--- src/rtl/gf_tower_pkg.sv ---
package gf_tower_pkg;
  localparam int unsigned HALF_W = 6;
  localparam int unsigned ELEM_W = 2 * HALF_W;

  // x^6 = x + 1 : folded low bits of the base polynomial
  localparam logic [HALF_W-1:0] BASE_POLY_LO = 6'h03;
  // y^2 + y + k, k selected so that 0x21 is the needed GF(64) factor
  localparam logic [HALF_W-1:0] EXT_K        = 6'h21;
  localparam logic [ELEM_W-1:0] STEP_K       = 12'hE01;
  localparam logic [ELEM_W-1:0] ELEM_ONE     = 12'h001;

  typedef logic [HALF_W-1:0] half_t;
  typedef logic [ELEM_W-1:0] elem_t;
endpackage

--- src/rtl/gf64_mul.sv ---
module gf64_mul #(
  parameter int unsigned     W       = 6,
  parameter logic [W-1:0]    POLY_LO = 6'h03
) (
  input  logic [W-1:0] a_i,
  input  logic [W-1:0] b_i,
  output logic [W-1:0] p_o
);

  function automatic logic [W-1:0] xtime(input logic [W-1:0] v);
    return {v[W-2:0], 1'b0} ^ ({W{v[W-1]}} & POLY_LO);
  endfunction

  // fully unrolled shift-and-add
  always_comb begin
    logic [W-1:0] acc;
    logic [W-1:0] sh;
    acc = '0;
    sh  = b_i;
    for (int i = 0; i < int'(W); i++) begin
      acc = acc ^ ({W{a_i[i]}} & sh);
      sh  = xtime(sh);
    end
    p_o = acc;
  end

  always_comb begin
    AST_BASE_ZERO: assert ((a_i != '0 && b_i != '0) || p_o == '0);
  end

endmodule

--- src/rtl/gf4096_mul.sv ---
module gf4096_mul #(
  parameter int unsigned          HALF_W  = 6,
  parameter logic [HALF_W-1:0]    POLY_LO = 6'h03,
  parameter logic [HALF_W-1:0]    EXT_K   = 6'h21,
  localparam int unsigned         ELEM_W  = 2 * HALF_W
) (
  input  logic [ELEM_W-1:0] a_i,
  input  logic [ELEM_W-1:0] b_i,
  output logic [ELEM_W-1:0] p_o
);

  logic [HALF_W-1:0] ah, al, bh, bl;
  logic [HALF_W-1:0] sum_a, sum_b;
  logic [HALF_W-1:0] p_mid, p_lo, p_hi, p_hik;

  assign ah    = a_i[ELEM_W-1:HALF_W];
  assign al    = a_i[HALF_W-1:0];
  assign bh    = b_i[ELEM_W-1:HALF_W];
  assign bl    = b_i[HALF_W-1:0];
  assign sum_a = ah ^ al;
  assign sum_b = bh ^ bl;

  gf64_mul #(.W(HALF_W), .POLY_LO(POLY_LO)) u_mid (
    .a_i(sum_a), .b_i(sum_b), .p_o(p_mid)
  );
  gf64_mul #(.W(HALF_W), .POLY_LO(POLY_LO)) u_lo (
    .a_i(al), .b_i(bl), .p_o(p_lo)
  );
  gf64_mul #(.W(HALF_W), .POLY_LO(POLY_LO)) u_hi (
    .a_i(ah), .b_i(bh), .p_o(p_hi)
  );
  // fixed-operand instance: constant propagation reduces it to an XOR net
  gf64_mul #(.W(HALF_W), .POLY_LO(POLY_LO)) u_ext (
    .a_i(p_hi), .b_i(EXT_K), .p_o(p_hik)
  );

  assign p_o = {p_mid ^ p_lo, p_hik ^ p_lo};

  always_comb begin
    AST_EXT_ZERO: assert ((a_i != '0 && b_i != '0) || p_o == '0);
  end

endmodule

--- src/rtl/gf_step_ctrl.sv ---
module gf_step_ctrl
  import gf_tower_pkg::*;
#(
  parameter elem_t STEP_MUL = STEP_K
) (
  input  logic  step_i,
  input  elem_t a_i,
  input  elem_t b_i,
  input  elem_t raw_i,
  output elem_t op_b_o,
  output elem_t res_o
);

  logic step_zero;

  assign step_zero = step_i && (a_i == '0);
  assign op_b_o    = step_i ? STEP_MUL : b_i;
  // 0 is not a power of the generator; restart the walk at 1
  assign res_o     = step_zero ? ELEM_ONE : raw_i;

endmodule

--- src/rtl/gf4096_tower_mul.sv ---
module gf4096_tower_mul
  import gf_tower_pkg::*;
#(
  parameter bit    OUT_REG  = 1'b1,
  parameter elem_t STEP_MUL = STEP_K
) (
  input  logic              clk_i,
  input  logic              rst_ni,
  input  logic              valid_i,
  input  logic              step_i,
  input  logic [ELEM_W-1:0] a_i,
  input  logic [ELEM_W-1:0] b_i,
  output logic              valid_o,
  output logic [ELEM_W-1:0] prod_o
);

  elem_t op_b, raw, res;

  gf_step_ctrl #(.STEP_MUL(STEP_MUL)) u_ctrl (
    .step_i (step_i),
    .a_i    (a_i),
    .b_i    (b_i),
    .raw_i  (raw),
    .op_b_o (op_b),
    .res_o  (res)
  );

  gf4096_mul #(
    .HALF_W  (HALF_W),
    .POLY_LO (BASE_POLY_LO),
    .EXT_K   (EXT_K)
  ) u_mul (
    .a_i (a_i),
    .b_i (op_b),
    .p_o (raw)
  );

  generate
    if (OUT_REG) begin : g_reg
      logic  vld_q;
      elem_t prod_q;

      always_ff @(posedge clk_i or negedge rst_ni) begin
        if (!rst_ni) begin
          vld_q  <= 1'b0;
          prod_q <= '0;
        end else begin
          vld_q <= valid_i;
          if (valid_i) prod_q <= res;
        end
      end

      assign valid_o = vld_q;
      assign prod_o  = prod_q;

      AST_VALID_LAG: assert property (@(posedge clk_i) disable iff (!rst_ni)
        valid_i |=> valid_o);
      AST_NO_SPURIOUS: assert property (@(posedge clk_i) disable iff (!rst_ni)
        !valid_i |=> !valid_o);
      AST_IDLE_HOLD: assert property (@(posedge clk_i) disable iff (!rst_ni)
        !valid_i |=> $stable(prod_o));
      AST_STEP_NONZERO: assert property (@(posedge clk_i) disable iff (!rst_ni)
        (valid_i && step_i) |=> prod_o != '0);
      AST_ZERO_ABSORB: assert property (@(posedge clk_i) disable iff (!rst_ni)
        (valid_i && !step_i && (a_i == '0 || b_i == '0)) |=> prod_o == '0);
      AST_UNIT_PASS: assert property (@(posedge clk_i) disable iff (!rst_ni)
        (valid_i && !step_i && a_i == ELEM_ONE) |=> prod_o == $past(b_i));
    end else begin : g_comb
      assign valid_o = valid_i;
      assign prod_o  = res;

      always_comb begin
        AST_COMB_UNIT: assert (!(valid_i && !step_i && a_i == ELEM_ONE) || prod_o == b_i);
      end
    end
  endgenerate

endmodule

--- config.mk ---
export PLATFORM = sky130hd
export DESIGN_NAME = gf4096_tower_mul
export DESIGN_NICKNAME = d
export VERILOG_FILES = /design/src/rtl/gf_tower_pkg.sv /design/src/rtl/gf64_mul.sv /design/src/rtl/gf4096_mul.sv /design/src/rtl/gf_step_ctrl.sv /design/src/rtl/gf4096_tower_mul.sv
export SDC_FILE = /design/constraint.sdc
export NUM_CORES = 1
export LEC_CHECK = 0
export ABC_CLOCK_PERIOD_IN_PS = 890
export BUFFER_PORTS_ARGS = -buffer_cell sky130_fd_sc_hd__buf_2
export CAP_MARGIN = 10
export CELL_PAD_IN_SITES_DETAIL_PLACEMENT = 1
export CELL_PAD_IN_SITES_GLOBAL_PLACEMENT = 2
export CORE_MARGIN = 2
export CORE_UTILIZATION = 35
export CTS_CLUSTER_SIZE = 30
export DETAILED_ROUTE_END_ITERATION = 7
export GPL_ROUTABILITY_DRIVEN = 0
export PLACE_DENSITY_LB_ADDON = 0.1
export REMOVE_ABC_BUFFERS = 1
export SLEW_MARGIN = 15
export SYNTH_ARGS = -nofsm -noshare
export SYNTH_HDL_FRONTEND = slang
export SYNTH_SLANG_ARGS = --single-unit
--- constraint.sdc ---
create_clock -name clk_i -period 0.89 [get_ports clk_i]
set_input_delay 0.178 -clock clk_i [delete_from_list [all_inputs] [get_ports clk_i]]
set_output_delay 0.178 -clock clk_i [all_outputs]
set_load 0.005 [all_outputs]
==> impl_metrics.json <==
{
  "synth_cell_types": 62,
  "avgSynthCellArea_um2": 7.59,
  "max_freq_mhz": 511,
  "post-route-min-period_ps": 1960,
  "grt_pass1_wl_um": 20400,
  "worst_slew_pin_slew_ps": 393,
  "grt_max_degree": 17,
  "firstDrtPassIters": 4,
  "clk_root_buffer_cell": "clkbuf_8",
  "area_delta_synth_final_pct": 77.8,
  "report.final.slew_viol_count": 0,
  "endpoint_kind": "flop",
  "finalCritPeriodShare_pct": 220,
  "routedWlPerCell_um": 23.4,
  "synth_xor_xnor_area_share_pct": 32.0,
  "routed_wirelength_um": 15800,
  "path_clk_slew_ps": 70,
  "overflow": 0,
  "via_per_inst": 5.72,
  "io_buffers": 40,
  "vias": 3860,
  "min_from": "valid_i",
  "ys_seq_area_share_pct": 10.2,
  "start_kind": "input pin",
  "final_util_pct": 64.4,
  "leakagePower_nw": 2.50,
  "nFillCells": 956,
  "cts_tree": "built",
  "syn_inst": 418,
  "criticalPathCategory": "in2reg",
  "clock_sinks": 13,
  "irDropWorstVdd_uv": 1200,
  "core_area_mm2": 0.00876,
  "fin_area_mm2": 0.00564,
  "skew_ps": 0,
  "finalSetupViolCount": 25,
  "synth_edf_count": 0,
  "reg2reg_slack_ps": 10,
  "power_density_mw_per_mm2": 1240,
  "crit_fanout": 7,
  "track_usage_pct": 25.7,
  "num_rows": 34,
  "drc": 0,
  "clk_path_buf_depth": 2,
  "synth_area_mm2": 0.00317,
  "drive_above_1_share_pct": 54.3,
  "muxShareOfSynthArea_pct": 3.47,
  "clk_latency_ps": 250,
  "dieArea_mm2": 0.00985,
  "die_x_um": 99.2,
  "synth_top_family_by_area": "XOR/XNOR gates",
  "grt_pass1_vias": 3844,
  "yosys.area_share.simple_pct": 20.7,
  "r2r_end": "prod_o[8]",
  "hold_viol_final": 0,
  "relSlewSlack_pct": 73.6,
  "ys_warn_count": 0,
  "min_path_cells": 2,
  "initial_utilization_pct": 36.2,
  "io_pins": 41,
  "required_ps": 1070,
  "setup_slack_ps": -1070,
  "htree_num_levels": 1,
  "dp_hpwl_um": 9350,
  "nets": 596,
  "rr_worst_depth": 4,
  "rsz0062_at_grt": "true",
  "synth_fa_ha_area_share_pct": 0,
  "arrival_ps": 2130,
  "ant_nets": 0,
  "synth_ff_type": "dfrtp_1",
  "n_antenna_cell": 0,
  "maxCapViolCount": 0,
  "violations": "setup timing",
  "fp.dieH_um": 99.2,
  "worst_r2r_startpoint": "prod_o[8]",
  "multi_input_area_mm2": 0.00335,
  "antenna_found_initial": 0,
  "seqCellArea_um2": 325,
  "async_flop_share_pct": 100,
  "hp-class": "in2reg",
  "drt_iter0_markers": 228,
  "ys_seq_elements": 13,
  "hold_end": "valid_o",
  "synth-compound-area-share_pct": 24.2,
  "dpl_cell_area_mm2": 0.00423,
  "outcome": "finished, violations left",
  "cts_inserted_buffers": 3
}
registers in the layout (all words and copies together), names as in the netlist:
signal   cells
prod_o      12
valid_o      1
Yosys cell counts (all sizes together), types with 2 or more instances:
| library cell | instances | area (µm²) |
|---|---|---|
| nand3 | 7 | 35.0 |
| inv | 14 | 52.6 |
| a21o | 3 | 22.5 |
| xnor3 | 11 | 248 |
| nand2 | 60 | 233 |
| mux2 | 5 | 60.1 |
| nand4 | 2 | 12.5 |
| nor2b | 4 | 25.0 |
| a221oi | 3 | 43.8 |
| dfrtp | 13 | 325 |
| xnor2 | 52 | 500 |
| nand3b | 6 | 45.0 |
| o32ai | 3 | 26.3 |
| o211ai | 6 | 45.0 |
| a22o | 3 | 26.3 |
| or2 | 2 | 12.5 |
| xor2 | 28 | 268 |
| a21oi | 21 | 105 |
| o21ai | 19 | 95.1 |
| nor4bb | 2 | 20.0 |
| buf | 29 | 188 |
| nor3 | 10 | 50.1 |
| a31oi | 5 | 31.3 |
| a311oi | 2 | 17.5 |
| o221ai | 5 | 43.8 |
| o21a | 2 | 15.0 |
| o22ai | 14 | 87.6 |
| mux2i | 5 | 50.1 |
| a211oi | 7 | 57.6 |
| clkbuf | 15 | 57.6 |
| nor2 | 24 | 92.6 |
| a22oi | 6 | 45.0 |
| nand2b | 5 | 31.3 |
| a211o | 2 | 17.5 |
| and3 | 5 | 31.3 |
| nor4 | 2 | 12.5 |
| or3 | 2 | 12.5 |
repair_timing:
item                                    CTS  global route
pin swaps                                27            67
endpoints found under the hold margin    13             0
gates cloned                              0             0
endpoints found under the setup margin   25            25
resized for setup                        71           150
hold buffers                              1             0
setup buffers                            18            18
logic make-up (layout without fill, tap and decap cells):
kind of cell / count (synthesis) / count (layout)
AND/OR/NAND/NOR: 136 / 136
XOR/XNOR: 91 / 91
flip-flops: 13 / 13
AO/OA/AOI/OAI: 110 / 110
buffers and inverters: 58 / 207
multiplexers: 10 / 10
worst max-delay path by stage:
stage / from / to / slack (ps) / cells after the start
finish: b_i[5] / prod_o[7] / -1070 / 11
global route: a_i[4] / prod_o[0] / -1130 / 8
CTS: b_i[5] / prod_o[7] / -990 / 10
detailed placement: b_i[3] / prod_o[7] / -1420 / 8
global placement: b_i[4] / prod_o[6] / -1350 / 9
floorplan: b_i[8] / prod_o[11] / -1090 / 6
through the flow:
stage	power [mW]	TNS, ps	setup WS (ps)	std cells	hold slack [ps]
6_report	7.02	-12340	-1070	675	311
5_1_grt	7.33	-13230	-1130	675	321
4_1_cts	5.99	-11770	-992	659	289
3_5_place_dp	4.82	-16150	-1420	636	86.7
3_3_place_gp	4.70	-15470	-1350	636	83.0
2_1_floorplan	2.98	-9810	-1090	374	-118
area by class of cell:
type | count | area share, %
clock buffers | 4 | 0.798
inverters | 14 | 0.931
repair buffers | 189 | 30.8
well taps | 108 | 2.39
multi-input cells | 347 | 59.3
flip-flops and latches | 13 | 5.76
per-layer routing:
layer,track usage [%],wire length (µm),part of all wire (%),vias up
li1,-,-,-,1768
met5,0,0,0,-
met1,34.4,6680,42,1942
met2,47.0,8170,52,117
met4,3.90,346,2.2,0
met3,0.773,575,3.6,33
worst max-delay path, cell delays in order:
cell       delay, ps
buf_8            100
buf_12           150
buf_8            140
nand3_4           80
a21oi_4           60
a2111oi_4        360
xnor2_1          230
xnor2_2          160
buf_4            150
xnor3_1          400
o22ai_2          120
cells in the final DEF (no fill, tap or decap), types with 5 or more instances in the layout:
cell type,netlist,layout
a21oi_1,21,13
a21oi_2,0,6
a22oi_1,6,6
buf_12,0,15
buf_2,15,18
buf_4,4,115
buf_6,6,29
buf_8,0,9
dfrtp_1,13,13
inv_1,14,12
mux2i_1,5,5
nand2_1,59,50
nand2_2,0,8
nand3b_1,6,6
nor2_1,23,21
o211ai_1,6,6
o21ai_0,19,14
o22ai_1,14,7
o22ai_2,0,6
xnor2_1,46,24
xnor2_2,6,19
xnor2_4,0,9
xnor3_1,11,10
xor2_1,25,13
xor2_2,3,8
xor2_4,0,7
power breakdown:
group          internal, mW  total [mW]  switching, mW
clock network         0.317       0.561          0.244
registers             0.823       0.974          0.151
logic                  2.92        5.49           2.57
Power figures use the tool's default switching activity.
